[config.mk]
export PLATFORM = sky130hd
export DESIGN_NAME = irq_arbiter
export DESIGN_NICKNAME = d
export VERILOG_FILES = /design/src/rtl/irq_arb_pkg.sv /design/src/rtl/irq_sync.sv /design/src/rtl/irq_select.sv /design/src/rtl/irq_mask_reg.sv /design/src/rtl/irq_arbiter.sv
export SDC_FILE = /design/constraint.sdc
export NUM_CORES = 1
export LEC_CHECK = 0
export ABC_AREA = 1
export ABC_CLOCK_PERIOD_IN_PS = 1330
export BUFFER_PORTS_ARGS = -buffer_cell sky130_fd_sc_hd__buf_2
export CAP_MARGIN = 25
export CORE_AREA = 2 2 39 41
export CTS_BUF_LIST = sky130_fd_sc_hd__clkbuf_8 sky130_fd_sc_hd__clkbuf_16
export DETAILED_ROUTE_END_ITERATION = 10
export DIE_AREA = 0 0 41 43
export PLACE_DENSITY = 0.66
export SLEW_MARGIN = 15
export SYNTH_ARGS = -nofsm -noshare
export SYNTH_HDL_FRONTEND = slang
export SYNTH_SLANG_ARGS = --single-unit
[constraint.sdc]
create_clock -name clk -period 1.33 [get_ports clk]
set_input_delay 0.0665 -clock clk [delete_from_list [all_inputs] [get_ports clk]]
set_output_delay 0.0665 -clock clk [all_outputs]
set_load 0.05 [all_outputs]
[src/rtl/irq_arb_pkg.sv]
package irq_arb_pkg;

  localparam int NUM_LINES = 2;
  localparam int LINE_NORM = 0;
  localparam int LINE_FAST = 1;

  typedef enum logic [1:0] {
    EXC_NONE = 2'b00,
    EXC_NORM = 2'b01,
    EXC_FAST = 2'b10
  } exc_code_e;

  typedef struct packed {
    logic f;
    logic i;
  } mask_t;

  // Next mask value: an allowed write replaces the flags, then entry sets OR in.
  function automatic mask_t next_masks(input mask_t cur, input logic wr_ok,
                                       input logic [1:0] wdata,
                                       input logic set_f, input logic set_i);
    mask_t m;
    m = wr_ok ? mask_t'(wdata) : cur;
    m.f = m.f | set_f;
    m.i = m.i | set_i;
    return m;
  endfunction

  // Pick the winning line from eligible levels; fast dominates.
  function automatic exc_code_e pick_winner(input logic fast_ok, input logic norm_ok);
    if (fast_ok)      return EXC_FAST;
    else if (norm_ok) return EXC_NORM;
    else              return EXC_NONE;
  endfunction

endpackage

[src/rtl/irq_sync.sv]
module irq_sync #(
  parameter int N = 2
) (
  input  logic         clk,
  input  logic         rst_n,
  input  logic         sync_mode,
  input  logic [N-1:0] req_n,
  output logic [N-1:0] level
);

  logic [N-1:0] q;
  logic         seen_q;

  for (genvar g = 0; g < N; g++) begin : g_line
    always_ff @(posedge clk) begin
      if (!rst_n) q[g] <= 1'b0;
      else        q[g] <= ~req_n[g];
    end
    assign level[g] = sync_mode ? ~req_n[g] : q[g];
  end

  always_ff @(posedge clk) begin
    if (!rst_n) seen_q <= 1'b0;
    else        seen_q <= 1'b1;
  end

  // in asynchronous mode the level seen is the line as it stood one edge earlier
  p_async_delay_r4: assert property (@(posedge clk) disable iff (!rst_n)
    (seen_q && !sync_mode) |-> (level == $past(~req_n)));

endmodule

[src/rtl/irq_select.sv]
module irq_select
  import irq_arb_pkg::*;
(
  input  logic [NUM_LINES-1:0] level,
  input  logic                 f_mask,
  input  logic                 i_mask,
  output logic                 fast_ok,
  output logic                 norm_ok,
  output exc_code_e            winner
);

  always_comb begin
    fast_ok = level[LINE_FAST] & ~f_mask;
    norm_ok = level[LINE_NORM] & ~i_mask;
    winner  = pick_winner(fast_ok, norm_ok);
  end

endmodule

[src/rtl/irq_mask_reg.sv]
module irq_mask_reg
  import irq_arb_pkg::*;
(
  input  logic       clk,
  input  logic       rst_n,
  input  logic       wr_ok,
  input  logic [1:0] wdata,
  input  logic       set_f,
  input  logic       set_i,
  output logic       f_mask,
  output logic       i_mask
);

  mask_t m_q;

  always_ff @(posedge clk) begin
    if (!rst_n) m_q <= '{f: 1'b1, i: 1'b1};
    else        m_q <= next_masks(m_q, wr_ok, wdata, set_f, set_i);
  end

  assign f_mask = m_q.f;
  assign i_mask = m_q.i;

  // without an allowed write or an entry, the flags hold
  p_hold_masks_r8: assert property (@(posedge clk) disable iff (!rst_n)
    (!wr_ok && !set_f && !set_i) |=> ($stable(f_mask) && $stable(i_mask)));
  // an entry always leaves I set, whatever the write says
  p_entry_sets_i_r7: assert property (@(posedge clk) disable iff (!rst_n)
    set_i |=> i_mask);
  p_fast_sets_f_r7: assert property (@(posedge clk) disable iff (!rst_n)
    set_f |=> (f_mask && i_mask));

endmodule

[src/rtl/irq_arbiter.sv]
module irq_arbiter
  import irq_arb_pkg::*;
#(
  parameter int RET_W      = 4,
  parameter int RET_OFFSET = 4
) (
  input  logic             clk,
  input  logic             rst_n,
  input  logic             fast_req_n,
  input  logic             norm_req_n,
  input  logic             sync_mode,
  input  logic             eoi,
  input  logic             priv,
  input  logic             mask_wr,
  input  logic [1:0]       mask_wdata,
  input  logic             ack,
  output logic             take,
  output logic [1:0]       exc_code,
  output logic             mode_req,
  output logic [RET_W-1:0] ret_adj,
  output logic             f_mask,
  output logic             i_mask
);

  localparam logic [RET_W-1:0] RET_VAL = RET_W'(RET_OFFSET);

  function automatic logic [RET_W-1:0] ret_value(input logic active);
    return active ? RET_VAL : '0;
  endfunction

  logic [NUM_LINES-1:0] lvl;
  logic [NUM_LINES-1:0] req_n_vec;
  logic                 fast_ok, norm_ok;
  exc_code_e            winner;
  logic                 entry, set_f, set_i, wr_ok;
  logic                 busy_q, take_q;
  exc_code_e            code_q;

  always_comb begin
    req_n_vec            = '1;
    req_n_vec[LINE_FAST] = fast_req_n;
    req_n_vec[LINE_NORM] = norm_req_n;
  end

  irq_sync #(.N(NUM_LINES)) u_sync (
    .clk      (clk),
    .rst_n    (rst_n),
    .sync_mode(sync_mode),
    .req_n    (req_n_vec),
    .level    (lvl)
  );

  irq_select u_sel (
    .level  (lvl),
    .f_mask (f_mask),
    .i_mask (i_mask),
    .fast_ok(fast_ok),
    .norm_ok(norm_ok),
    .winner (winner)
  );

  assign entry = eoi && !busy_q && (winner != EXC_NONE);
  assign set_f = entry && (winner == EXC_FAST);
  assign set_i = entry;
  assign wr_ok = mask_wr && priv;

  irq_mask_reg u_mask (
    .clk   (clk),
    .rst_n (rst_n),
    .wr_ok (wr_ok),
    .wdata (mask_wdata),
    .set_f (set_f),
    .set_i (set_i),
    .f_mask(f_mask),
    .i_mask(i_mask)
  );

  always_ff @(posedge clk) begin
    if (!rst_n) begin
      busy_q <= 1'b0;
      take_q <= 1'b0;
      code_q <= EXC_NONE;
    end else begin
      take_q <= entry;
      if (entry) begin
        busy_q <= 1'b1;
        code_q <= winner;
      end else if (busy_q && ack) begin
        busy_q <= 1'b0;
        code_q <= EXC_NONE;
      end
    end
  end

  assign take     = take_q;
  assign mode_req = busy_q;
  assign exc_code = code_q;
  assign ret_adj  = ret_value(busy_q);

  // entry pulse is one cycle wide
  p_take_pulse_r9: assert property (@(posedge clk) disable iff (!rst_n)
    take |=> !take);
  // request and code hold until acknowledged
  p_hold_until_ack_r9: assert property (@(posedge clk) disable iff (!rst_n)
    (mode_req && !ack) |=> (mode_req && $stable(exc_code)));
  // no new entry while a switch is pending
  p_no_reentry_r9: assert property (@(posedge clk) disable iff (!rst_n)
    mode_req |=> !take);
  // an eligible fast line at an idle boundary always wins
  p_fast_priority_r6: assert property (@(posedge clk) disable iff (!rst_n)
    (eoi && !mode_req && lvl[LINE_FAST] && !f_mask) |=> (take && exc_code == EXC_FAST));
  // a masked line is never the one taken
  p_masked_fast_r5: assert property (@(posedge clk) disable iff (!rst_n)
    (take && exc_code == EXC_FAST) |-> $past(!f_mask));
  p_masked_norm_r5: assert property (@(posedge clk) disable iff (!rst_n)
    (take && exc_code == EXC_NORM) |-> $past(!i_mask && lvl[LINE_NORM]));
  // entry only at an instruction boundary
  p_boundary_only_r2: assert property (@(posedge clk) disable iff (!rst_n)
    take |-> $past(eoi));
  // return adjustment present while the switch is pending
  p_ret_adj_r10: assert property (@(posedge clk) disable iff (!rst_n)
    mode_req |-> (ret_adj == RET_VAL));

endmodule

### Word level (Yosys, flattened, before mapping)

Cells that the tools add are included.

* word-level logic and storage cells: 34
* flip-flop bits (word level): 8
* output and inout port bits: 10

* reduce and logical (&&, ||, !) cells: 8
* mux-type cells: 10
* eq/ne operators: 1
* bitwise operators: 8

Operators by type and width (count)
* two-way mux 2 bit: 4
* logical AND 1 bit: 5
* two-way mux 1 bit: 5
* inverter 1 bit: 4
* nonzero test 2 bit: 2
* two-way mux 3 bit: 1
* bitwise AND 1 bit: 2
* equality test 2 bit, second input constant: 1
* OR 1 bit: 2
* zero test 1 bit: 1

### Logic depth before layout (Yosys ltp)

Gate-level depths: netlist of run 1.

* word-level depth: 9
* depth in mapped cells: 7
* mapped depth without buffers: 7

### By module

From an unflattened synthesis of run 1, not the netlist that was laid out.

* cell total of the unflattened synthesis: 63
* area, all modules: 421.7 µm²

By module, submodules not included
* irq_arbiter: cells an instance 30, instances 1, area each 214.0 µm²
* irq_sync: cells an instance 14, instances 1, area each 85.1 µm²
* irq_mask_reg: cells an instance 12, instances 1, area each 80.1 µm²
* irq_select: cells an instance 7, instances 1, area each 42.5 µm²

### Least setup slack after synthesis of run 1

OpenSTA, ideal clock, no wires.

* kind: register to register
* from: reg busy_q (netlist: mode_req)
* to: reg busy_q (netlist: mode_req)
* period minus slack after synthesis: 1.310 ns
* cell stages (with the launch flop): 8
* arrival time: 1.189 ns
* setup slack: 0.020 ns
* data required time: 1.208 ns
* cells stage by stage: dfxtp_1 > inv_2 > nand2_2 > nor2_2 > nand2_2 > inv_2 > nor2_2 > a21oi_2

* word-level cells in the longest chain between the ends: 4
* elaborated cells on any way between the ends: 6

RTL lines
* from (decl): RTL line irq_arbiter.sv:36 `logic busy_q, take_q;`
* from (signal assigned): RTL line irq_arbiter.sv:80 `busy_q <= 1'b0;`
* from (signal assigned): RTL line irq_arbiter.sv:86 `busy_q <= 1'b1;`
* from (signal assigned): RTL line irq_arbiter.sv:89 `busy_q <= 1'b0;`
* zero test 1 bit: RTL line irq_arbiter.sv:62 `assign entry = eoi && !busy_q && (winner != EXC_NONE);`
* logical AND 1 bit (2 in series): RTL line irq_arbiter.sv:62
* two-way mux 1 bit or nonzero test 2 bit (tied branches)

Several ways; a longest one is shown, not always the timed one.
A chain may end at the register's enable or synchronous reset.

### Final worst setup path of run 1

Ends and elaborated chain as after synthesis.

==> out/metrics.csv, run 1 <==
metric;value;unit
die_h;43;um
worstSetupStartpointType;flip-flop;
area_growth_syn_to_layout;31.23;%
multi_input_area;183.9;sq um
ir_drop;0.0005824;V
tritoncts;done;
setup.worst_path.class;flip-flop to flip-flop;
crit_arrival;1.12;ns
clockRootBuffer;clkbuf_8;
die_x;41;um
dieArea;0.001763;sq mm
synth_top_area_share;40.38;%
grt_pass1_wl;1.159;mm
ctsHoldBuffers;0;
synth_warnings;0;
hold_start;norm_req_n;
p_per_area;1250;mW/mm^2
start_util;28.66;%
clk_latency;0.22;ns
clk_path_buf_depth;2;
rsz0062_at_grt;no;
io_buffer_count;17;
cts_resized;0;
netlist_top_cells_area;dfxtp_1 (40%), buf_4 (7.6%), nand2_1 (7.6%), nand3_1 (5.0%), inv_1 (4.7%);
post_cts_buffers;0;
nets;83;
drive_gt1_share;47.14;%
synth_edf_count;0;
report.final.slew_viol_count;0;
io_pins;21;
gp_congestion;0.7361;
wire_per_inst;8.791;um
hp-class;input port to flip-flop;
netlist_area;396.6;sq um
synth.avg_cell_area;7.627;sq um
required;1.44;ns
gr-total-overflow;0;
r2r_cells;7;
cp_max_fo;4;
antenna_found_initial;0;
end_kind;flip-flop;
drtIter0Drc;1;
core;0.001384;sq mm
via_per_inst;4.151;
post-route-min-period;1.018;ns
clk_pin_slew;0.04;ns
skew;0.0008031;ns
dr.pass1.iters;3;
num_vias;357;
max-cap-violations;0;
routed_wl;756;um
synthArstFlopShare;0;%
synth-main-ff-cell;dfxtp_1;
numCtsBuffers;3;
cellLeakagePower;0.2725;nW
cts_sinks;8;
yosys.area.top_type;dfxtp_1;
hold_viol;0;
holdPathStages;2;
fillers;157;
grt_max_degree;8;
post-route-util;37.61;%
timing.rr.start;mode_req$_SDFFE_PN0P_;
antenna_cells;0;
outcome;completed;
rows;14;
synth_common_cells;dfxtp_1 (8), nand2_1 (8), inv_1 (5), nor2_1 (5);
register_area;160.2;sq um
grt_pass1_vias;323;
grt_usage;10.06;%
fin_tns_setup;0;ns
setup_viol;0;
setup.worst_path.start;mode_req$_SDFFE_PN0P_;
netlist_instances;52;
ys_seq_area_share;40.38;%
ys_types;18;
ys_ff_latch;8;
cts-htree-levels;1;
period_share;76.53;%
clock.fmax;982.5;MHz
antenna_left;0;
place_hpwl;623.9;um
drc_errors;0;
## kinds of logic after synthesis
group | synth area share [%]
AND/OR/NAND/NOR | 33.76
buffers and inverters | 15.14
flip-flops | 40.38
AO/OA/AOI/OAI | 7.256
multiplexers | 2.524
other | 0.9455
## critical path, cell delays in order, from the launching register on
cell	delay (ns)
dfxtp_1	0.37
inv_2	0.05
nand2_2	0.10
nor2_2	0.05
nand2_2	0.09
inv_2	0.05
nor2_2	0.13
a21oi_2	0.06
## layer usage
| metal | track usage [%] | vias up | share of wire (%) |
|---|---|---|---|
| met2 | 15.63 | 9 | 51 |
| li1 | - | 192 | - |
| met4 | 4.000 | 0 | 0 |
| met1 | 10.36 | 156 | 43 |
| met5 | 0 | - | 0 |
| met3 | 6.283 | 0 | 6.5 |
## final cells by class
| class | instances | share of cell area, % |
|---|---|---|
| Inverter | 8 | 5.769 |
| Tap cell | 16 | 3.846 |
| Clock buffer | 3 | 7.933 |
| Multi-Input combinational cell | 34 | 35.34 |
| Sequential cell | 8 | 30.77 |
| Timing Repair Buffer | 17 | 16.35 |
## power breakdown
group | total, W | switching, W | leakage (nW) | internal [W]
Combinational | 0.000112 | 0.0000815 | 0.185 | 0.0000305
Sequential | 0.000257 | 0.00000577 | 0.0655 | 0.000251
Clock | 0.000282 | 0.0000865 | 0.0216 | 0.000195
## worst paths after layout
kind                               to  slack (ns)
min reg2reg  exc_code[1]$_SDFFE_PN0P_        0.50
min            u_sync.q[0]$_SDFF_PN0_        0.01
max             mode_req$_SDFFE_PN0P_        0.31
max reg2reg     mode_req$_SDFFE_PN0P_        0.31
## flip-flops by register name (all words and copies together) (netlist names)
name and flops:
exc_code 2, mode_req 1, take 1, u_mask.f_mask 1, u_mask.i_mask 1, u_sync.q 2
## layout by cell type, fill, tap and decap left out
cell	instances
mux2i_1	1
nand2_2	3
nand4_1	1
clkbuf_8	3
nor2_2	2
a21oi_2	2
a21oi_1	1
nand2_1	8
or2_2	1
inv_1	5
a31oi_1	1
nor2_1	5
nand3_2	1
conb_1	3
buf_2	17
inv_2	3
nand3_1	4
nor2_4	1
dfxtp_1	8
## through the flow
| stage | area (sq um) | cells | worst slack, ns | hold slack, ns | power [W] |
|---|---|---|---|---|---|
| 4_1_cts | 520.5 | 86 | 0.3052 | 0.007340 | 0.0006642 |
| 3_5_place_dp | 479.2 | 83 | 0.3192 | 0.2458 | 0.0003740 |
| 6_report | 520.5 | 86 | 0.3122 | 0.01099 | 0.0006508 |
| 3_3_place_gp | 479.2 | 83 | 0.3377 | 0.2442 | 0.0003724 |
| 5_1_grt | 520.5 | 86 | 0.2534 | 0.01486 | 0.0006842 |
| 2_1_floorplan | 404.1 | 54 | 0.01952 | 0.1389 | 0.0003504 |
No activity file was read; power rests on OpenSTA's default activity.
==> run 2, diff against run 1 <==
- ABC_AREA: 1 -> 0
- ABC_CLOCK_PERIOD_IN_PS: 1330 -> 950
- PLACE_DENSITY: 0.66 -> 0.62
- clock period: 1.33 -> 0.95 ns (I/O delays scaled with it)
==> out/metrics.csv, run 2 <==
metric;value;unit;change
register_area;165.2;sq um;was 160.2 sq um
synthAdderAreaFrac;0;%;unchanged
setup.worst_path.class;flip-flop to flip-flop;;unchanged
yosys.cell_count.top_type;dfxtp_1;;
yosys.area.top_type;dfxtp_1;;unchanged
tritoncts;done;;unchanged
top_layer;met4;;was met3
clk_latency;0.23;ns;was 0.22 ns
start_util;25.50;%;was 28.66%
synth-main-ff-cell;dfxtp_1;;unchanged
setup.worst_path.start;mode_req$_SDFFE_PN0P_;;unchanged
gr-total-overflow;0;;unchanged
netlist_top_cells_area;dfxtp_1 (45%), buf_4 (8.5%), a2111o_1 (6.4%), mux2i_1 (5.7%), nor2b_1 (5.3%);;was dfxtp_1 (40%), buf_4 (7.6%), nand2_1 (7.6%), nand3_1 (5.0%), inv_1 (4.7%)
report.final.slew_viol_count;0;;unchanged
outcome;complete, but fails checks;;was completed
place_area;470.5;sq um;was 479.2 sq um
num_vias;343;;was 357
synth-xor-area-share;0;%;unchanged
ys_seq_area_share;45.39;%;was 40.38%
r2r_setup_slack;-0.21;ns;was 0.31 ns
synthSimpleGateAreaFrac;23.05;%;was 33.75%
numCtsBuffers;3;;unchanged
synth_edf_count;0;;unchanged
drive_gt1_share;52.38;%;was 47.14%
synth_top_area_share;45.39;%;was 40.38%
cts_sinks;8;;unchanged
ys_types;18;;unchanged
timing.rr.start;mode_req$_SDFFE_PN0P_;;unchanged
grt_pass1_wl;1.124;mm;was 1.159 mm
final_cell_mix;buf_2 (13), buf_4 (9), dfxtp_1 (6);;was buf_2 (17), nand2_1 (8), dfxtp_1 (8), inv_1 (5), nor2_1 (5)
setup_ws;-0.2052;ns;was 0.3122 ns
area_growth_syn_to_layout;61.70;%;was 31.23%
synth_common_cells;dfxtp_1 (8), buf_4 (4), nand3_1 (3), nor2b_1 (3);;was dfxtp_1 (8), nand2_1 (8), inv_1 (5), nor2_1 (5)
cp_max_fo;5;;was 4
routed_wl;802;um;was 756 um
clk_pin_slew;0.04;ns;about the same
multi_input_area;175.2;sq um;was 183.9 sq um
met3_length;74;um;was 49 um
hold_viol;0;;unchanged
grt_pass1_vias;282;;was 323
post-route-min-period;1.155;ns;was 1.018 ns
route.met2.wl;386;um;was 382 um
place_hpwl;579.1;um;was 623.9 um
antenna_cells;0;;unchanged
io_pins;21;;unchanged
r2r_cells;4;;was 7
synth.avg_cell_area;9.801;sq um;was 7.627 sq um
rows;14;;unchanged
rsz0062_at_grt;yes;;was no
cp_slowest_cell;a2111o_1;;was dfxtp_1
die_x;41;um;unchanged
via_per_inst;4.342;;was 4.151
grt_usage;10.08;%;was 10.06%
nets;75;;was 83
antenna_left;0;;unchanged
synth-compound-area-share;16.31;%;was 7.256%
netlist_instances;36;;was 52
p_per_area;1631;mW/mm^2;was 1250 mW/mm^2
netlist_area;352.8;sq um;was 396.6 sq um
skew;0.003965;ns;was 0.0008031 ns
end_kind;flip-flop;;unchanged
period_share;121.6;%;was 76.53%
worstSetupEndpoint;exc_code[0]$_SDFFE_PN0P_;;was mode_req$_SDFFE_PN0P_
required;1.06;ns;was 1.44 ns
cts-htree-levels;1;;unchanged
cp_cell_sequence;nand2b_4 > a2111o_1 > o21ai_1 > a21oi_1;;was inv_2 > nand2_2 > nor2_2 > nand2_2 > inv_2 > nor2_2 > a21oi_2
yosys-mux-area-fraction;5.674;%;was 2.524%
die_h;43;um;unchanged
clockRootBuffer;clkbuf_8;;unchanged
stdcell_area;570.5;sq um;was 520.5 sq um
hp-class;input port to flip-flop;;unchanged
power;0.0009304;W;was 0.0006508 W
synth_warnings;0;;unchanged
cellLeakagePower;0.2777;nW;was 0.2725 nW
max-cap-violations;0;;unchanged
core;0.001384;sq mm;unchanged
slowest_delay;0.36;ns;was 0.37 ns
synthArstFlopShare;0;%;unchanged
clock.fmax;865.6;MHz;was 982.5 MHz
drtIter0Drc;0;;was 1
drc_errors;0;;unchanged
io_buffer_count;17;;unchanged
gp_congestion;0.7811;;was 0.7361
dieArea;0.001763;sq mm;unchanged
r2r-end;exc_code[0]$_SDFFE_PN0P_;;was mode_req$_SDFFE_PN0P_
fillers;148;;was 157
crit_arrival;1.26;ns;was 1.12 ns
ir_drop;0.0009797;V;was 0.0005824 V
synth_top_family_by_area;simple AND/OR/NAND/NOR gates;;unchanged
wl_met1;323;um;was 324 um
violations;setup timing;;
grt_max_degree;9;;was 8
clk_path_buf_depth;2;;unchanged
setup_viol;6;;was 0
dr.pass1.iters;1;;was 3
final_common_cell;buf_2;;unchanged
antenna_found_initial;0;;unchanged
ys_ff_latch;8;;unchanged
worstSetupStartpointType;flip-flop;;unchanged
wire_per_inst;10.15;um;was 8.791 um
[run 2: critical path: cells and delay by family (launching register included)]
| family | cells | cell delay, ns |
|---|---|---|
| AO/OA/AOI/OAI | 3 | 0.57 |
| flip-flops | 1 | 0.33 |
| AND/OR/NAND/NOR | 1 | 0.13 |
[run 2: how the worst min path moves through the flow]
stage / endpoint / from / slack, ns / cells after the start
after global placement: u_sync.q[0]$_SDFF_PN0_ / norm_req_n / 0.23 / 2
after floorplan: u_sync.q[0]$_SDFF_PN0_ / norm_req_n / 0.12 / 1
final: u_mask.f_mask$_SDFF_PN1_ / mask_wdata[1] / 0.05 / 3
after detailed placement: u_sync.q[0]$_SDFF_PN0_ / norm_req_n / 0.23 / 2
after global routing: u_mask.f_mask$_SDFF_PN1_ / mask_wdata[1] / 0.06 / 3
after CTS: u_mask.f_mask$_SDFF_PN1_ / mask_wdata[1] / 0.06 / 3
[run 2: layout make-up]
type | count | share of cell area, %
multi-input cells | 26 | 30.70
clock buffers | 3 | 7.237
well taps | 16 | 3.509
repair buffers | 25 | 28.95
clock inverters | 1 | 0.6579
flip-flops and latches | 8 | 28.95
[run 2: logic make-up (layout without fill, tap and decap cells)]
family                 Yosys count  after routing
buffers and inverters            4             29
flip-flops                       8              8
multiplexers                     2              2
other                            1              3
AO/OA/AOI/OAI                    7              7
AND/OR/NAND/NOR                 14             14
[run 2: what timing repair did]
action / in CTS / in global routing
pin swaps: 5 / 1
resized for setup: 5 / 2
setup endpoints to repair: 10 / 7
buffers inserted: 2 / 1
hold buffers: 1 / 0
hold endpoints to repair: 1 / 0
[run 2: where the power goes]
| group | leakage, nW | internal (W) | switching (W) |
|---|---|---|---|
| Clock | 0.0269 | 0.000280 | 0.000138 |
| Sequential | 0.0658 | 0.000349 | 0.00000578 |
| Combinational | 0.185 | 0.0000604 | 0.0000979 |
[run 2: layer usage]
layer / track usage (%) / vias to the layer above
met5: 0 / -
met4: 6.000 / 0
met3: 6.283 / 3
met2: 13.13 / 13
met1: 12.05 / 154
li1: - / 173
[run 2: stage by stage]
step / TNS (ns) / hold slack (ns) / setup slack (ns) / cells / utilization [%]
2_1_floorplan: -1.329 / 0.1191 / -0.2844 / 38 / -
3_3_place_gp: -0.9802 / 0.2298 / -0.2161 / 71 / 34.00
3_5_place_dp: -1.023 / 0.2348 / -0.2393 / 71 / 34.00
4_1_cts: -0.9503 / 0.06023 / -0.2009 / 78 / 40.14
5_1_grt: -1.321 / 0.05851 / -0.2704 / 79 / 41.23
6_report: -1.003 / 0.05340 / -0.2052 / 79 / 41.23
